[src/rtl/ep_fifo_pkg.sv]
package ep_fifo_pkg;
  typedef enum logic {XFER_BULK = 1'b0, XFER_ISO = 1'b1} xfer_mode_e;
  typedef enum logic [1:0] {TXR_NONE, TXR_ACK, TXR_TMO} tx_res_e;
endpackage

[src/rtl/efr_mem.sv]
module efr_mem #(
  parameter int DW    = 8,
  parameter int DEPTH = 64,
  parameter int AW    = $clog2(DEPTH)
) (
  input  logic          clk_i,
  input  logic          we_i,
  input  logic [AW-1:0] waddr_i,
  input  logic [DW-1:0] wdata_i,
  input  logic [AW-1:0] raddr_i,
  output logic [DW-1:0] rdata_o
);
  logic [DW-1:0] mem_q [DEPTH];

  always_ff @(posedge clk_i) begin
    if (we_i) mem_q[waddr_i] <= wdata_i;
  end

  assign rdata_o = mem_q[raddr_i];
endmodule

[src/rtl/efr_wr_ctl.sv]
module efr_wr_ctl #(
  parameter int PW = 7
) (
  input  logic          clk_i,
  input  logic          rst_ni,
  input  logic          auto_en_i,
  input  logic          wr_en_i,
  input  logic          full_i,
  input  logic          eop_i,
  input  logic          err_i,
  output logic          wr_fire_o,
  output logic [PW-1:0] wr_ptr_o,
  output logic [PW-1:0] wr_cmt_o,
  output logic          clean_cmt_o,
  output logic          err_evt_o
);
  logic [PW-1:0] ptr_q, cmt_q, ptr_nxt;

  assign wr_fire_o   = wr_en_i && !full_i;
  assign ptr_nxt     = ptr_q + PW'(wr_fire_o);
  assign clean_cmt_o = eop_i && !err_i;
  assign err_evt_o   = eop_i && err_i;

  always_ff @(posedge clk_i or negedge rst_ni) begin
    if (!rst_ni) begin
      ptr_q <= '0;
      cmt_q <= '0;
    end else if (eop_i) begin
      if (err_i && auto_en_i) begin
        ptr_q <= cmt_q;            // drop the packet
      end else begin
        ptr_q <= ptr_nxt;
        cmt_q <= ptr_nxt;
      end
    end else begin
      ptr_q <= ptr_nxt;
    end
  end

  assign wr_ptr_o = ptr_q;
  assign wr_cmt_o = cmt_q;
endmodule

[src/rtl/efr_rd_ctl.sv]
module efr_rd_ctl
  import ep_fifo_pkg::*;
#(
  parameter int PW = 7
) (
  input  logic          clk_i,
  input  logic          rst_ni,
  input  logic          iso_i,
  input  logic          auto_en_i,
  input  logic          rd_en_i,
  input  logic          empty_i,
  input  logic          ack_i,
  input  logic          tmo_i,
  output logic [PW-1:0] rd_ptr_o,
  output logic [PW-1:0] rd_sop_o
);
  logic [PW-1:0] ptr_q, sop_q, ptr_nxt;
  xfer_mode_e    mode;
  tx_res_e       res;

  assign mode    = xfer_mode_e'(iso_i);
  assign ptr_nxt = ptr_q + PW'(rd_en_i && !empty_i);

  always_comb begin
    if (ack_i)      res = TXR_ACK;
    else if (tmo_i) res = TXR_TMO;
    else            res = TXR_NONE;
  end

  always_ff @(posedge clk_i or negedge rst_ni) begin
    if (!rst_ni) begin
      ptr_q <= '0;
      sop_q <= '0;
    end else begin
      case (res)
        TXR_ACK: begin
          ptr_q <= ptr_nxt;
          sop_q <= ptr_nxt;
        end
        TXR_TMO: begin
          if (mode == XFER_ISO) begin
            ptr_q <= ptr_nxt;
            sop_q <= ptr_nxt;
          end else if (auto_en_i) begin
            ptr_q <= sop_q;        // replay from packet start
          end else begin
            ptr_q <= ptr_nxt;
          end
        end
        default: ptr_q <= ptr_nxt;
      endcase
    end
  end

  assign rd_ptr_o = ptr_q;
  assign rd_sop_o = sop_q;
endmodule

[src/rtl/ep_fifo_recover.sv]
module ep_fifo_recover #(
  parameter int DW    = 8,
  parameter int DEPTH = 64
) (
  input  logic          clk_i,
  input  logic          rst_ni,
  input  logic          iso_mode_i,
  input  logic          auto_en_i,
  input  logic          wr_en_i,
  input  logic [DW-1:0] wr_data_i,
  input  logic          wr_eop_i,
  input  logic          wr_err_i,
  input  logic          rd_en_i,
  output logic [DW-1:0] rd_data_o,
  input  logic          tx_ack_i,
  input  logic          tx_tmo_i,
  input  logic          err_clr_i,
  output logic          full_o,
  output logic          empty_o,
  output logic          dma_rdy_o,
  output logic          err_o
);
  localparam int AW = $clog2(DEPTH);
  localparam int PW = AW + 1;

  logic [PW-1:0] wr_ptr, wr_cmt, rd_ptr, rd_sop;
  logic          wr_fire, clean_cmt, err_evt, tmo_evt;
  logic          err_q, rdy_q;

  assign full_o  = (wr_ptr[AW] != rd_sop[AW]) && (wr_ptr[AW-1:0] == rd_sop[AW-1:0]);
  assign empty_o = (rd_ptr == wr_cmt);
  assign tmo_evt = tx_tmo_i && !tx_ack_i;

  efr_wr_ctl #(.PW(PW)) u_wr (
    .clk_i      (clk_i),
    .rst_ni     (rst_ni),
    .auto_en_i  (auto_en_i),
    .wr_en_i    (wr_en_i),
    .full_i     (full_o),
    .eop_i      (wr_eop_i),
    .err_i      (wr_err_i),
    .wr_fire_o  (wr_fire),
    .wr_ptr_o   (wr_ptr),
    .wr_cmt_o   (wr_cmt),
    .clean_cmt_o(clean_cmt),
    .err_evt_o  (err_evt)
  );

  efr_rd_ctl #(.PW(PW)) u_rd (
    .clk_i    (clk_i),
    .rst_ni   (rst_ni),
    .iso_i    (iso_mode_i),
    .auto_en_i(auto_en_i),
    .rd_en_i  (rd_en_i),
    .empty_i  (empty_o),
    .ack_i    (tx_ack_i),
    .tmo_i    (tx_tmo_i),
    .rd_ptr_o (rd_ptr),
    .rd_sop_o (rd_sop)
  );

  efr_mem #(.DW(DW), .DEPTH(DEPTH), .AW(AW)) u_mem (
    .clk_i  (clk_i),
    .we_i   (wr_fire),
    .waddr_i(wr_ptr[AW-1:0]),
    .wdata_i(wr_data_i),
    .raddr_i(rd_ptr[AW-1:0]),
    .rdata_o(rd_data_o)
  );

  always_ff @(posedge clk_i or negedge rst_ni) begin
    if (!rst_ni) begin
      err_q <= 1'b0;
      rdy_q <= 1'b0;
    end else begin
      if (err_evt || tmo_evt) err_q <= 1'b1;
      else if (err_clr_i)     err_q <= 1'b0;
      if (clean_cmt)          rdy_q <= 1'b1;
      else if (empty_o)       rdy_q <= 1'b0;
    end
  end

  assign err_o     = err_q;
  assign dma_rdy_o = rdy_q;
endmodule

[config.mk]
export PLATFORM = sky130hd
export DESIGN_NAME = ep_fifo_recover
export DESIGN_NICKNAME = d
export VERILOG_FILES = /design/src/rtl/ep_fifo_pkg.sv /design/src/rtl/efr_mem.sv /design/src/rtl/efr_wr_ctl.sv /design/src/rtl/efr_rd_ctl.sv /design/src/rtl/ep_fifo_recover.sv
export SDC_FILE = /design/constraint.sdc
export NUM_CORES = 1
export LEC_CHECK = 0
export BUFFER_PORTS_ARGS = -buffer_cell sky130_fd_sc_hd__buf_2
export CORE_UTILIZATION = 28
export DETAILED_ROUTE_END_ITERATION = 12
export GPL_TIMING_DRIVEN = 1
export PLACE_DENSITY_LB_ADDON = 0.25
export SYNTH_ARGS = -nofsm -noshare
export SYNTH_HDL_FRONTEND = slang
export SYNTH_SLANG_ARGS = --single-unit
[constraint.sdc]
create_clock -name clk_i -period 3.3 [get_ports clk_i]
set_input_delay 0 -clock clk_i [delete_from_list [all_inputs] [get_ports clk_i]]
set_output_delay 0 -clock clk_i [all_outputs]
set_load 0.02 [all_outputs]
==> reports/metrics.yaml <==
drive_above_1_share_pct: 35.1
syn_area_per_cell_sq_um: 20.8
final.setup.worst_slack_ps: -40.0
synth_top_area_share_pct: 72.0
crit_fanout: 5
placed_area_sq_mm: 0.0234
max-clock-path-buffers: 3
port_buffers: 30
die_area_sq_mm: 0.0774
antenna_found_initial: 2
clkSinkCount: 542
fin_skew_ps: 19.9
crit_arrival_ps: 3340
gr-usage-all-layers_pct: 14.7
drcViolationCount: 0
grt_overflow: 0
met2_usage_pct: 22.8
met1_usage_pct: 20.8
maxSlewHeadroom_pct: 16.8
fp-row-count: 100
yosysWarningCount: 0
grt-busiest-layer: "met2"
grt_start_max_net_pins: 65
power.density_mw_per_mm2: 862
required_ps: 3300
gp_congestion: 0.782
synth_ff_type: "edfxtp_1"
critical_path.cell_chain: "buf_12 -> buf_12 -> buf_16 -> mux4_2 -> mux4_2 -> nor2b_4 -> a2111o_1 -> buf_6"
whs_ps: 18.8
die_x_microns: 278
critPathLaunchType: "flip-flop"
wirelength_mm: 56.7
hold_path.class: "input pin to asynchronous set/reset pin"
io_pins: 31
min_period_over_period_pct: 101
cpPeakStageDelay_ps: 540
dr.first_iter.drc_count: 833
cts_buffers: 57
final_max_slew_viol_count: 0
routed_via_density: 4.84
final_cell_mix: "edfxtp_1 (512), mux4_2 (145), buf_4 (122)"
core-area_sq_mm: 0.0749
drt-pass1-iter-count: 4
final_util_pct: 34.7
wl_per_cell_microns: 25.3
setup_viol: 5
dp_hpwl_mm: 34.6
die_h_microns: 278
power_mw: 22.4
cp_slowest_cell: "mux4_2"
synth_area_sq_mm: 0.0213
layout.nets: 1247
grtUsageMet3_pct: 3.11
grt_pass1_wl_mm: 81.4
synth-edff-count: 512
end_kind: "output pin"
max_freq_mhz: 299
ir_drop_mv: 0.517
path_clk_slew_ps: 60
clk_latency_ps: 620
synth_cells: 1026
clockRootBuffer: "clkbuf_16"
htree_levels: 2
detail-route-antenna-nets: 0
syn_to_final_growth_pct: 21.9
start_util_pct: 28.5
p_leak_nw: 8.44
period_needed_ps: 3340
antenna_cells: 0
final_common_cell: "edfxtp_1"
synth-seq-cells: 542
vias: 10800
first_global_vias: 11200
synth_area_leader_cell: "edfxtp_1"
synthArstFlopShare_pct: 5.54
synth_nets: 1049
status: "finished with violations"
finish.instance_area_sq_mm: 0.0260
rsz0062_at_grt: "yes"
pre_cts_slack_ps: 264
yosysSeqAreaShare_pct: 75.5
maxCapViolCount: 0
worst_pin_slew_ps: 1250
hold_viol_final: 0
violations: "setup timing"
synthTopCellsByArea: "edfxtp_1 (72%), mux4_2 (15%), dfrtp_1 (3.5%)"
critPathKind: "flip-flop to output pin"
ys_types: 39
cts_tree: "built"
what timing repair did:
item	in CTS	in global routing
setup buffers	12	13
endpoints found under the hold margin	80	0
cloned	4	1
pin swaps	8	4
gates resized for setup	40	12
hold buffers	14	0
setup endpoints to repair	8	9
sequential cells by signal, indices dropped and copies added, names as in the netlist:
name,flops
err_o,1
u_mem.mem_q,512
u_rd.rd_sop_o,7
u_rd.rd_ptr_o,7
u_wr.wr_ptr_o,7
dma_rdy_o,1
u_wr.wr_cmt_o,7
routing by layer:
layer  wire length (microns)  vias to the layer above
met4                    1300                        2
met3                    3020                       76
li1                        -                     4645
met5                       8                        -
met1                   26400                     5832
met2                   26000                      283
report_power, final:
group / total (mW) / switching (mW) / internal (mW) / leakage (nW)
combinational: 7.82 / 4.03 / 3.79 / 2.59
clock: 6.33 / 2.70 / 3.63 / 0.913
sequential: 8.29 / 0.352 / 7.93 / 4.94
final timing paths:
kind | cells past startpoint | endpoint | from | slack (ps)
setup / recovery | 8 | rd_data_o[1] | u_rd.rd_ptr_o[0] | -40
hold / removal | 2 | u_wr.wr_cmt_o[3] | rst_ni | 20
setup reg to reg | 11 | u_rd.rd_ptr_o[3] | u_rd.rd_ptr_o[1] | 220
hold reg to reg | 1 | u_rd.rd_sop_o[1] | u_rd.rd_sop_o[1] | 550
max in group asynchronous | 2 | u_rd.rd_ptr_o[0] | rst_ni | 2710
min in group clk_i | 1 | u_mem.mem_q[61][1] | wr_data_i[1] | 30
cells by family (layout without fill, tap and decap cells):
| logic type | after synthesis | count (layout) | synth area share [%] |
|---|---|---|---|
| buf+inv | 60 | 306 | 1.47 |
| flops | 542 | 542 | 75.5 |
| mux | 154 | 154 | 15.8 |
| xor+xnor | 24 | 24 | 0.985 |
| fa+ha+maj | 4 | 4 | 0.234 |
| compound gates | 72 | 72 | 2.28 |
| simple gates | 170 | 170 | 3.73 |
layout make-up:
type | count | area (sq um)
fillers | 6968 | 48900
flip-flops and latches | 542 | 16100
multi-input cells | 424 | 5040
repair buffers | 193 | 1790
clock buffers | 64 | 1450
well taps | 969 | 1210
clock inverters | 43 | 374
inverters | 6 | 22.5
synth_stat cells (9+ instances only):
cell / n
edfxtp_1: 512
mux4_2: 145
nor2_1: 92
dfrtp_1: 30
a21oi_1: 28
clkbuf_1: 22
nor2b_1: 21
nand2_1: 17
xor2_1: 15
a22oi_1: 14
buf_2: 13
a211oi_1: 11
xnor2_1: 9
metrics by stage:
stage	setup TNS, ps	instances
floorplan	0	1026
global placement	0	2090
detailed placement	0	2090
CTS	-405	2227
global route	-560	2241
finish	-134	2241
worst max-delay path: cells and delay by family (launching register included):
kind / cells / cell delay, ps
buf+inv: 4 / 620
mux: 2 / 960
flops: 1 / 530
compound gates: 1 / 440
simple gates: 1 / 160
Note: power is estimated with default switching activity, not from simulation.
